**config.mk**
```make
export PLATFORM = sky130hd
export DESIGN_NAME = redo_coalesce_buf
export DESIGN_NICKNAME = d
export VERILOG_FILES = /design/src/rtl/rcb_pkg.sv /design/src/rtl/rcb_merge.sv /design/src/rtl/rcb_match.sv /design/src/rtl/rcb_queue.sv /design/src/rtl/redo_coalesce_buf.sv
export SDC_FILE = /design/constraint.sdc
export NUM_CORES = 1
export LEC_CHECK = 0
export ABC_AREA = 1
export BUFFER_PORTS_ARGS = -buffer_cell sky130_fd_sc_hd__buf_2
export CORE_UTILIZATION = 50
export DETAILED_ROUTE_END_ITERATION = 16
export GPL_ROUTABILITY_DRIVEN = 0
export PLACE_DENSITY = 0.66
export SLEW_MARGIN = 20
export SYNTH_ARGS = -nofsm -noshare
export SYNTH_HDL_FRONTEND = slang
export SYNTH_SLANG_ARGS = --single-unit
```
**constraint.sdc**
```tcl
create_clock -name clk -period 9.4 [get_ports clk]
set_clock_uncertainty 0.15 [all_clocks]
set_input_delay 0.94 -clock clk [delete_from_list [all_inputs] [get_ports clk]]
set_output_delay 0.94 -clock clk [all_outputs]
set_load 0.01 [all_outputs]
```
**src/rtl/rcb_pkg.sv**
```systemverilog
package rcb_pkg;

  // Transaction phase of the buffer
  typedef enum logic [1:0] {
    RCB_OPEN  = 2'd0,   // accepting stores of a running transaction
    RCB_DRAIN = 2'd1,   // flushing remaining records
    RCB_DONE  = 2'd2    // all records written, waiting for next store
  } rcb_state_e;

endpackage

```
**src/rtl/rcb_merge.sv**
```systemverilog
module rcb_merge #(
  parameter int BYTES = 8
) (
  input  logic [BYTES*8-1:0] old_data,
  input  logic [BYTES*8-1:0] new_data,
  input  logic [BYTES-1:0]   mask,
  output logic [BYTES*8-1:0] merged
);

  for (genvar b = 0; b < BYTES; b++) begin : g_byte
    assign merged[b*8 +: 8] = mask[b] ? new_data[b*8 +: 8] : old_data[b*8 +: 8];
  end

endmodule

```
**src/rtl/rcb_match.sv**
```systemverilog
module rcb_match #(
  parameter int N     = 4,
  parameter int AW    = 16,
  parameter int IDX_W = 2
) (
  input  logic [N-1:0][AW-1:0] lines,
  input  logic [N-1:0]         vld,
  input  logic [AW-1:0]        query,
  output logic                 hit,
  output logic [IDX_W-1:0]     idx
);

  logic [N-1:0] eq;

  for (genvar i = 0; i < N; i++) begin : g_cmp
    assign eq[i] = vld[i] && (lines[i] == query);
  end

  always_comb begin
    hit = |eq;
    idx = '0;
    for (int i = N - 1; i >= 0; i--) begin
      if (eq[i]) idx = IDX_W'(i);
    end
  end

endmodule

```
**src/rtl/rcb_queue.sv**
```systemverilog
module rcb_queue #(
  parameter int N     = 4,
  parameter int AW    = 16,
  parameter int BYTES = 8,
  parameter int IDX_W = 2,
  parameter int CNT_W = 3
) (
  input  logic                          clk,
  input  logic                          rst_n,
  input  logic                          clr,
  input  logic                          pop,
  input  logic                          push,
  input  logic [AW-1:0]                 push_line,
  input  logic [BYTES-1:0]              push_mask,
  input  logic [BYTES*8-1:0]            push_data,
  input  logic                          upd,
  input  logic [IDX_W-1:0]              upd_idx,
  input  logic [BYTES-1:0]              upd_mask,
  input  logic [BYTES*8-1:0]            upd_data,
  output logic [N-1:0][AW-1:0]          lines_o,
  output logic [N-1:0][BYTES-1:0]       masks_o,
  output logic [N-1:0][BYTES*8-1:0]     datas_o,
  output logic [N-1:0]                  vld_o,
  output logic [CNT_W-1:0]              cnt_o
);

  localparam int DW = BYTES * 8;

  // Slot 0 always holds the earliest allocation; slots are kept compacted.
  logic [N-1:0][AW-1:0]    line_q, line_n;
  logic [N-1:0][BYTES-1:0] mask_q, mask_n;
  logic [N-1:0][DW-1:0]    data_q, data_n;
  logic [CNT_W-1:0]        cnt_q, cnt_n;
  logic [CNT_W-1:0]        wpos;
  logic                    slot_en;

  assign slot_en = pop || push || upd;
  assign wpos    = cnt_q - CNT_W'(pop);

  always_comb begin
    line_n = line_q;
    mask_n = mask_q;
    data_n = data_q;
    if (pop) begin
      for (int i = 0; i < N - 1; i++) begin
        line_n[i] = line_q[i+1];
        mask_n[i] = mask_q[i+1];
        data_n[i] = data_q[i+1];
      end
      line_n[N-1] = '0;
      mask_n[N-1] = '0;
      data_n[N-1] = '0;
    end
    for (int i = 0; i < N; i++) begin
      if (push && (CNT_W'(i) == wpos)) begin
        line_n[i] = push_line;
        mask_n[i] = push_mask;
        data_n[i] = push_data;
      end
      if (upd && (IDX_W'(i) == upd_idx)) begin
        mask_n[i] = upd_mask;
        data_n[i] = upd_data;
      end
    end
  end

  always_comb begin
    if (clr) cnt_n = '0;
    else     cnt_n = cnt_q - CNT_W'(pop) + CNT_W'(push);
  end

  always_ff @(posedge clk or negedge rst_n) begin
    if (!rst_n) cnt_q <= '0;
    else        cnt_q <= cnt_n;
  end

  // Payload storage: no reset, written only under its enable
  always_ff @(posedge clk) begin
    if (slot_en) begin
      line_q <= line_n;
      mask_q <= mask_n;
      data_q <= data_n;
    end
  end

  for (genvar i = 0; i < N; i++) begin : g_vld
    assign vld_o[i] = (CNT_W'(i) < cnt_q);
  end

  assign lines_o = line_q;
  assign masks_o = mask_q;
  assign datas_o = data_q;
  assign cnt_o   = cnt_q;

endmodule

```
**src/rtl/redo_coalesce_buf.sv**
```systemverilog
module redo_coalesce_buf
  import rcb_pkg::*;
#(
  parameter int N_SLOTS    = 4,
  parameter int LINE_AW    = 16,
  parameter int LINE_BYTES = 8,
  parameter int TAIL_W     = 16
) (
  input  logic                    clk,
  input  logic                    rst_n,
  input  logic                    st_valid,
  output logic                    st_ready,
  input  logic [LINE_AW-1:0]      st_line,
  input  logic [LINE_BYTES-1:0]   st_mask,
  input  logic [LINE_BYTES*8-1:0] st_data,
  input  logic                    tx_end,
  input  logic                    tx_abort,
  output logic                    log_valid,
  input  logic                    log_ready,
  output logic [LINE_AW-1:0]      log_line,
  output logic [LINE_BYTES-1:0]   log_mask,
  output logic [LINE_BYTES*8-1:0] log_data,
  output logic [TAIL_W-1:0]       log_tail,
  output logic                    persisted
);

  localparam int DATA_W = LINE_BYTES * 8;
  localparam int IDX_W  = (N_SLOTS > 1) ? $clog2(N_SLOTS) : 1;
  localparam int CNT_W  = $clog2(N_SLOTS + 1);

  rcb_state_e st_q, st_n;

  logic [N_SLOTS-1:0][LINE_AW-1:0]    q_lines;
  logic [N_SLOTS-1:0][LINE_BYTES-1:0] q_masks;
  logic [N_SLOTS-1:0][DATA_W-1:0]     q_datas;
  logic [N_SLOTS-1:0]                 q_vld;
  logic [CNT_W-1:0]                   q_cnt;

  logic               hit;
  logic [IDX_W-1:0]   hit_idx;
  logic               out_free, acc_ok, st_fire;
  logic               full, evict, drain_pop, pop, push, upd, clr;
  logic [DATA_W-1:0]  upd_data, new_data;
  logic [LINE_BYTES-1:0] upd_mask;

  // Output register
  logic                  lv_q, lv_n;
  logic [LINE_AW-1:0]    ol_q;
  logic [LINE_BYTES-1:0] om_q;
  logic [DATA_W-1:0]     od_q;
  logic [TAIL_W-1:0]     tail_q, tail_n;

  // ---------------- control ----------------
  assign out_free  = !lv_q || log_ready;
  assign acc_ok    = (st_q != RCB_DRAIN) && out_free && !tx_end && !tx_abort;
  assign st_fire   = st_valid && acc_ok;
  assign full      = (q_cnt == CNT_W'(N_SLOTS));
  assign evict     = st_fire && !hit && full;
  assign push      = st_fire && !hit;
  assign upd       = st_fire && hit;
  assign drain_pop = (st_q == RCB_DRAIN) && out_free && (q_cnt != '0);
  assign pop       = evict || drain_pop;
  assign clr       = tx_abort && !tx_end && (st_q == RCB_OPEN);

  always_comb begin
    st_n = st_q;
    unique case (st_q)
      RCB_OPEN: begin
        if (tx_end) st_n = RCB_DRAIN;
      end
      RCB_DRAIN: begin
        if ((q_cnt == '0) && out_free) st_n = RCB_DONE;
      end
      RCB_DONE: begin
        if (st_fire) st_n = RCB_OPEN;
      end
      default: st_n = RCB_OPEN;
    endcase
  end

  always_comb begin
    lv_n = lv_q;
    if (lv_q && log_ready) lv_n = 1'b0;
    if (pop)               lv_n = 1'b1;
  end

  assign tail_n = tail_q + TAIL_W'(lv_q && log_ready);

  // ---------------- datapath ----------------
  rcb_match #(
    .N     (N_SLOTS),
    .AW    (LINE_AW),
    .IDX_W (IDX_W)
  ) u_match (
    .lines (q_lines),
    .vld   (q_vld),
    .query (st_line),
    .hit   (hit),
    .idx   (hit_idx)
  );

  rcb_merge #(.BYTES(LINE_BYTES)) u_merge_hit (
    .old_data (q_datas[hit_idx]),
    .new_data (st_data),
    .mask     (st_mask),
    .merged   (upd_data)
  );

  rcb_merge #(.BYTES(LINE_BYTES)) u_merge_new (
    .old_data ('0),
    .new_data (st_data),
    .mask     (st_mask),
    .merged   (new_data)
  );

  assign upd_mask = q_masks[hit_idx] | st_mask;

  rcb_queue #(
    .N     (N_SLOTS),
    .AW    (LINE_AW),
    .BYTES (LINE_BYTES),
    .IDX_W (IDX_W),
    .CNT_W (CNT_W)
  ) u_queue (
    .clk       (clk),
    .rst_n     (rst_n),
    .clr       (clr),
    .pop       (pop),
    .push      (push),
    .push_line (st_line),
    .push_mask (st_mask),
    .push_data (new_data),
    .upd       (upd),
    .upd_idx   (hit_idx),
    .upd_mask  (upd_mask),
    .upd_data  (upd_data),
    .lines_o   (q_lines),
    .masks_o   (q_masks),
    .datas_o   (q_datas),
    .vld_o     (q_vld),
    .cnt_o     (q_cnt)
  );

  // ---------------- registers ----------------
  always_ff @(posedge clk or negedge rst_n) begin
    if (!rst_n) begin
      st_q   <= RCB_OPEN;
      lv_q   <= 1'b0;
      tail_q <= '0;
    end else begin
      st_q   <= st_n;
      lv_q   <= lv_n;
      tail_q <= tail_n;
    end
  end

  always_ff @(posedge clk) begin
    if (pop) begin
      ol_q <= q_lines[0];
      om_q <= q_masks[0];
      od_q <= q_datas[0];
    end
  end

  assign st_ready  = acc_ok;
  assign log_valid = lv_q;
  assign log_line  = ol_q;
  assign log_mask  = om_q;
  assign log_data  = od_q;
  assign log_tail  = tail_q;
  assign persisted = (st_q == RCB_DONE);

endmodule

```
==> results.txt <==
Post-synth top flop: edfxtp_1
Final core occ: 56.17%
Highest routed layer: met5
Initial antenna violation count: 4
Cts hold-fix bufs: 0
Vias per cell: 5.605
Number of synthesized flops with an enable pin: 440
Hold crit path type: input pin to async pin
Clock Tree Root: clkbuf_16
Drt first pass iters: 6
Slew margin rel.: 22.83%
Htree depth: 2
Setup ws final: 3.472 ns
Mapped Avg Cell Area: 7.524 sq um
Routed len/inst: 20.23 um
RSZ-0062 raised after global routing: no
Synth top area cells: edfxtp_1 (48%), nand2_1 (22%), nand3_1 (9.7%)
Met1 Wirelength: 36.28 mm
Rows: 85
Number of setup buffers added after CTS: 0
Fin crit share: 63.06%
Total Wirelength: 90.35 mm
Peak supply drop: 0.0002317 V
Layout Cells excl Fill: 4467
Syn. warnings: 0
Largest net degree at the start of global routing: 95
Mapped Area: 27330 sq um
Final Hold Vio Count: 0
Mapped Cells: 3632
Clk_lat worst skew: 0.61 ns
Synth async-reset ratio: 4.762%
Wire length on met2: 40.99 mm
Hpwl dp: 50.39 mm
Die width: 235.8 um
Critical path startpoint category: flip-flop
Total gr overflow: 0
Max_cap viols: 0
Final instance area: 30290 sq um
Fin nets: 3827
Remaining DRCs: 0
Most frequent cells after synthesis: nand2_1 (1572), nand3_1 (532), edfxtp_1 (440)
Reg2reg path depth: 14
First-pass GRT wire length: 137.1 mm
Die footprint: 55590 sq um
Min Hold Slack: 0.1578 ns
CP max FO: 73
Final setup TNS: 0 ns
Clock sink count: 462
Cell with the most instances after synthesis: nand2_1
Worst-Margin Slew: 1.158 ns
Critical path launch point: u_queue.cnt_o[2]$_DFF_PN0_
Synth top area share: 48.35%
WS Path Type: flip-flop to flip-flop
Core area: 53920 sq um
R2R Setup Slk: 3.47 ns
Leak Pwr: 14.70 nW
CP Data Required Time: 9.30 ns
Global Route Usage Sum: 32.09%
Vias in the first global route: 23420
WP data arrival: 5.83 ns
Overall power: 8.387 mW
CP Capture Type: flip-flop
Synth area leader: edfxtp_1
Post-CTS Resized: 0
#FFs+latches synth: 462
DR WL met3: 9.839 mm
ANT nets after route: 0
Max clock buf depth: 3
Distinct cells, synth: 40
Reg-to-Reg End: u_queue.lines_o[9]$_DFFE_PP_
Worst setup endpoint: u_queue.lines_o[9]$_DFFE_PP_
DRT iter0 DRCs: 3126
Register area share after synthesis: 50.36%
TritonCTS clock tree: done
Status: completed
CTS Buf Count: 51
RR Startpoint: u_queue.cnt_o[2]$_DFF_PN0_
Time the worst path needs with I/O delays and setup: 5.928 ns
Final Max Slew Viols: 0
Worst slack at placement: 3.005 ns
DR vias: 25040
Clock transition at the registers of the reported paths: 0.06 ns
Final setup vio count: 0
I/O Buffers: 200
Die height: 235.8 um
Pwr per Cell Area: 276.9 nW/um^2
Initial Utilization: 50.68%
Layout area overhead: 10.83%
Syn Nets: 3732
Io pins: 201
DP Cell Count: 4370
Share of cells above drive strength 1: 9.820%
Placed Instance Area: 28660 sq um
F_max: 168.7 MHz
-- flip-flops by register name, summed over array words and instances, names as in the netlist, 3 cells and up --
register and flops:
u_queue.masks_o 32, log_line 16, log_data 64, u_queue.cnt_o 3, u_queue.datas_o 256, u_queue.lines_o 64
log_mask 8, log_tail 16
-- cells in the final DEF (no fill, tap or decap), drive strengths merged --
| cell | netlist | layout |
|---|---|---|
| a21boi | 1 | 1 |
| a21oi | 2 | 2 |
| a32o | 1 | 1 |
| and2 | 2 | 2 |
| and3 | 1 | 1 |
| buf | 110 | 237 |
| bufinv | 0 | 2 |
| clkbuf | 85 | 69 |
| clkinv | 8 | 27 |
| clkinvlp | 0 | 2 |
| dfrtp | 22 | 22 |
| diode | 0 | 3 |
| edfxtp | 440 | 440 |
| ha | 6 | 6 |
| inv | 425 | 427 |
| nand2 | 1573 | 1573 |
| nand2b | 1 | 1 |
| nand3 | 537 | 537 |
| nand3b | 3 | 3 |
| nand4 | 81 | 81 |
| nor2 | 144 | 144 |
| nor3 | 11 | 11 |
| nor3b | 3 | 3 |
| nor4 | 1 | 1 |
| o211ai | 24 | 24 |
| o21ai | 122 | 122 |
| xnor2 | 14 | 14 |
| xor2 | 15 | 15 |
-- critical path, stage by stage, from the launching register on --
cell and delay, ns:
dfrtp_1 0.50, nor2_2 0.34, inv_1 0.15, nand4_1 0.11
nand3b_1 0.22, o21ai_1 0.18, nor3_4 0.16, nand4_2 0.27
nand2_4 0.56, ha_1 0.26, ha_1 0.15, xor2_1 0.51
nor3_2 0.13, nand2_4 0.69, nand3_1 0.94
-- power by group --
part           leakage [nW]  internal [mW]  switching, mW
sequential             4.41           3.35          0.350
clock                 0.799           1.12          0.853
combinational          9.49          0.739           1.97
total                  14.7           5.21           3.17
-- how the worst min path moves through the flow --
stage,startpoint,end,depth (start not counted)
floorplan,u_queue.masks_o[0]$_DFFE_PP_,log_mask[0]$_DFFE_PN_,0
global placement,u_queue.datas_o[63]$_DFFE_PP_,log_data[63]$_DFFE_PN_,0
detailed placement,u_queue.datas_o[21]$_DFFE_PP_,log_data[21]$_DFFE_PN_,0
CTS,rst_n,log_tail[0]$_DFF_PN0_,1
global route,rst_n,log_tail[4]$_DFF_PN0_,1
finish,rst_n,log_tail[1]$_DFF_PN0_,1
-- routing by layer --
layer | vias to the layer above | GRT usage [%]
met5 | - | 0
met1 | 11400 | 43.81
met4 | 2 | 12.50
met3 | 228 | 5.243
li1 | 11910 | -
met2 | 1490 | 51.23
-- cells by family after synthesis --
| family | count (synthesis) | share of synthesized area (%) |
|---|---|---|
| adders and majority gates | 6 | 0.2747 |
| DFF | 462 | 50.36 |
| buffers and inverters | 628 | 9.262 |
| AOI/OAI and AO/OA | 150 | 2.994 |
| and+or+nand+nor | 2357 | 36.18 |
| xor gates and xnor gates | 29 | 0.9295 |
-- area by class of cell --
| class | count | area (sq um) |
|---|---|---|
| clock inverter | 25 | 178.9 |
| sequential | 462 | 13760 |
| inverter | 433 | 1625 |
| multi-input combinational | 2542 | 11130 |
| fill | 5150 | 23630 |
| clock buffer | 69 | 1438 |
| antenna | 3 | 7.507 |
| timing repair buffer | 237 | 1279 |
| tap | 696 | 870.8 |
No activity file was read; power rests on OpenSTA's default activity.
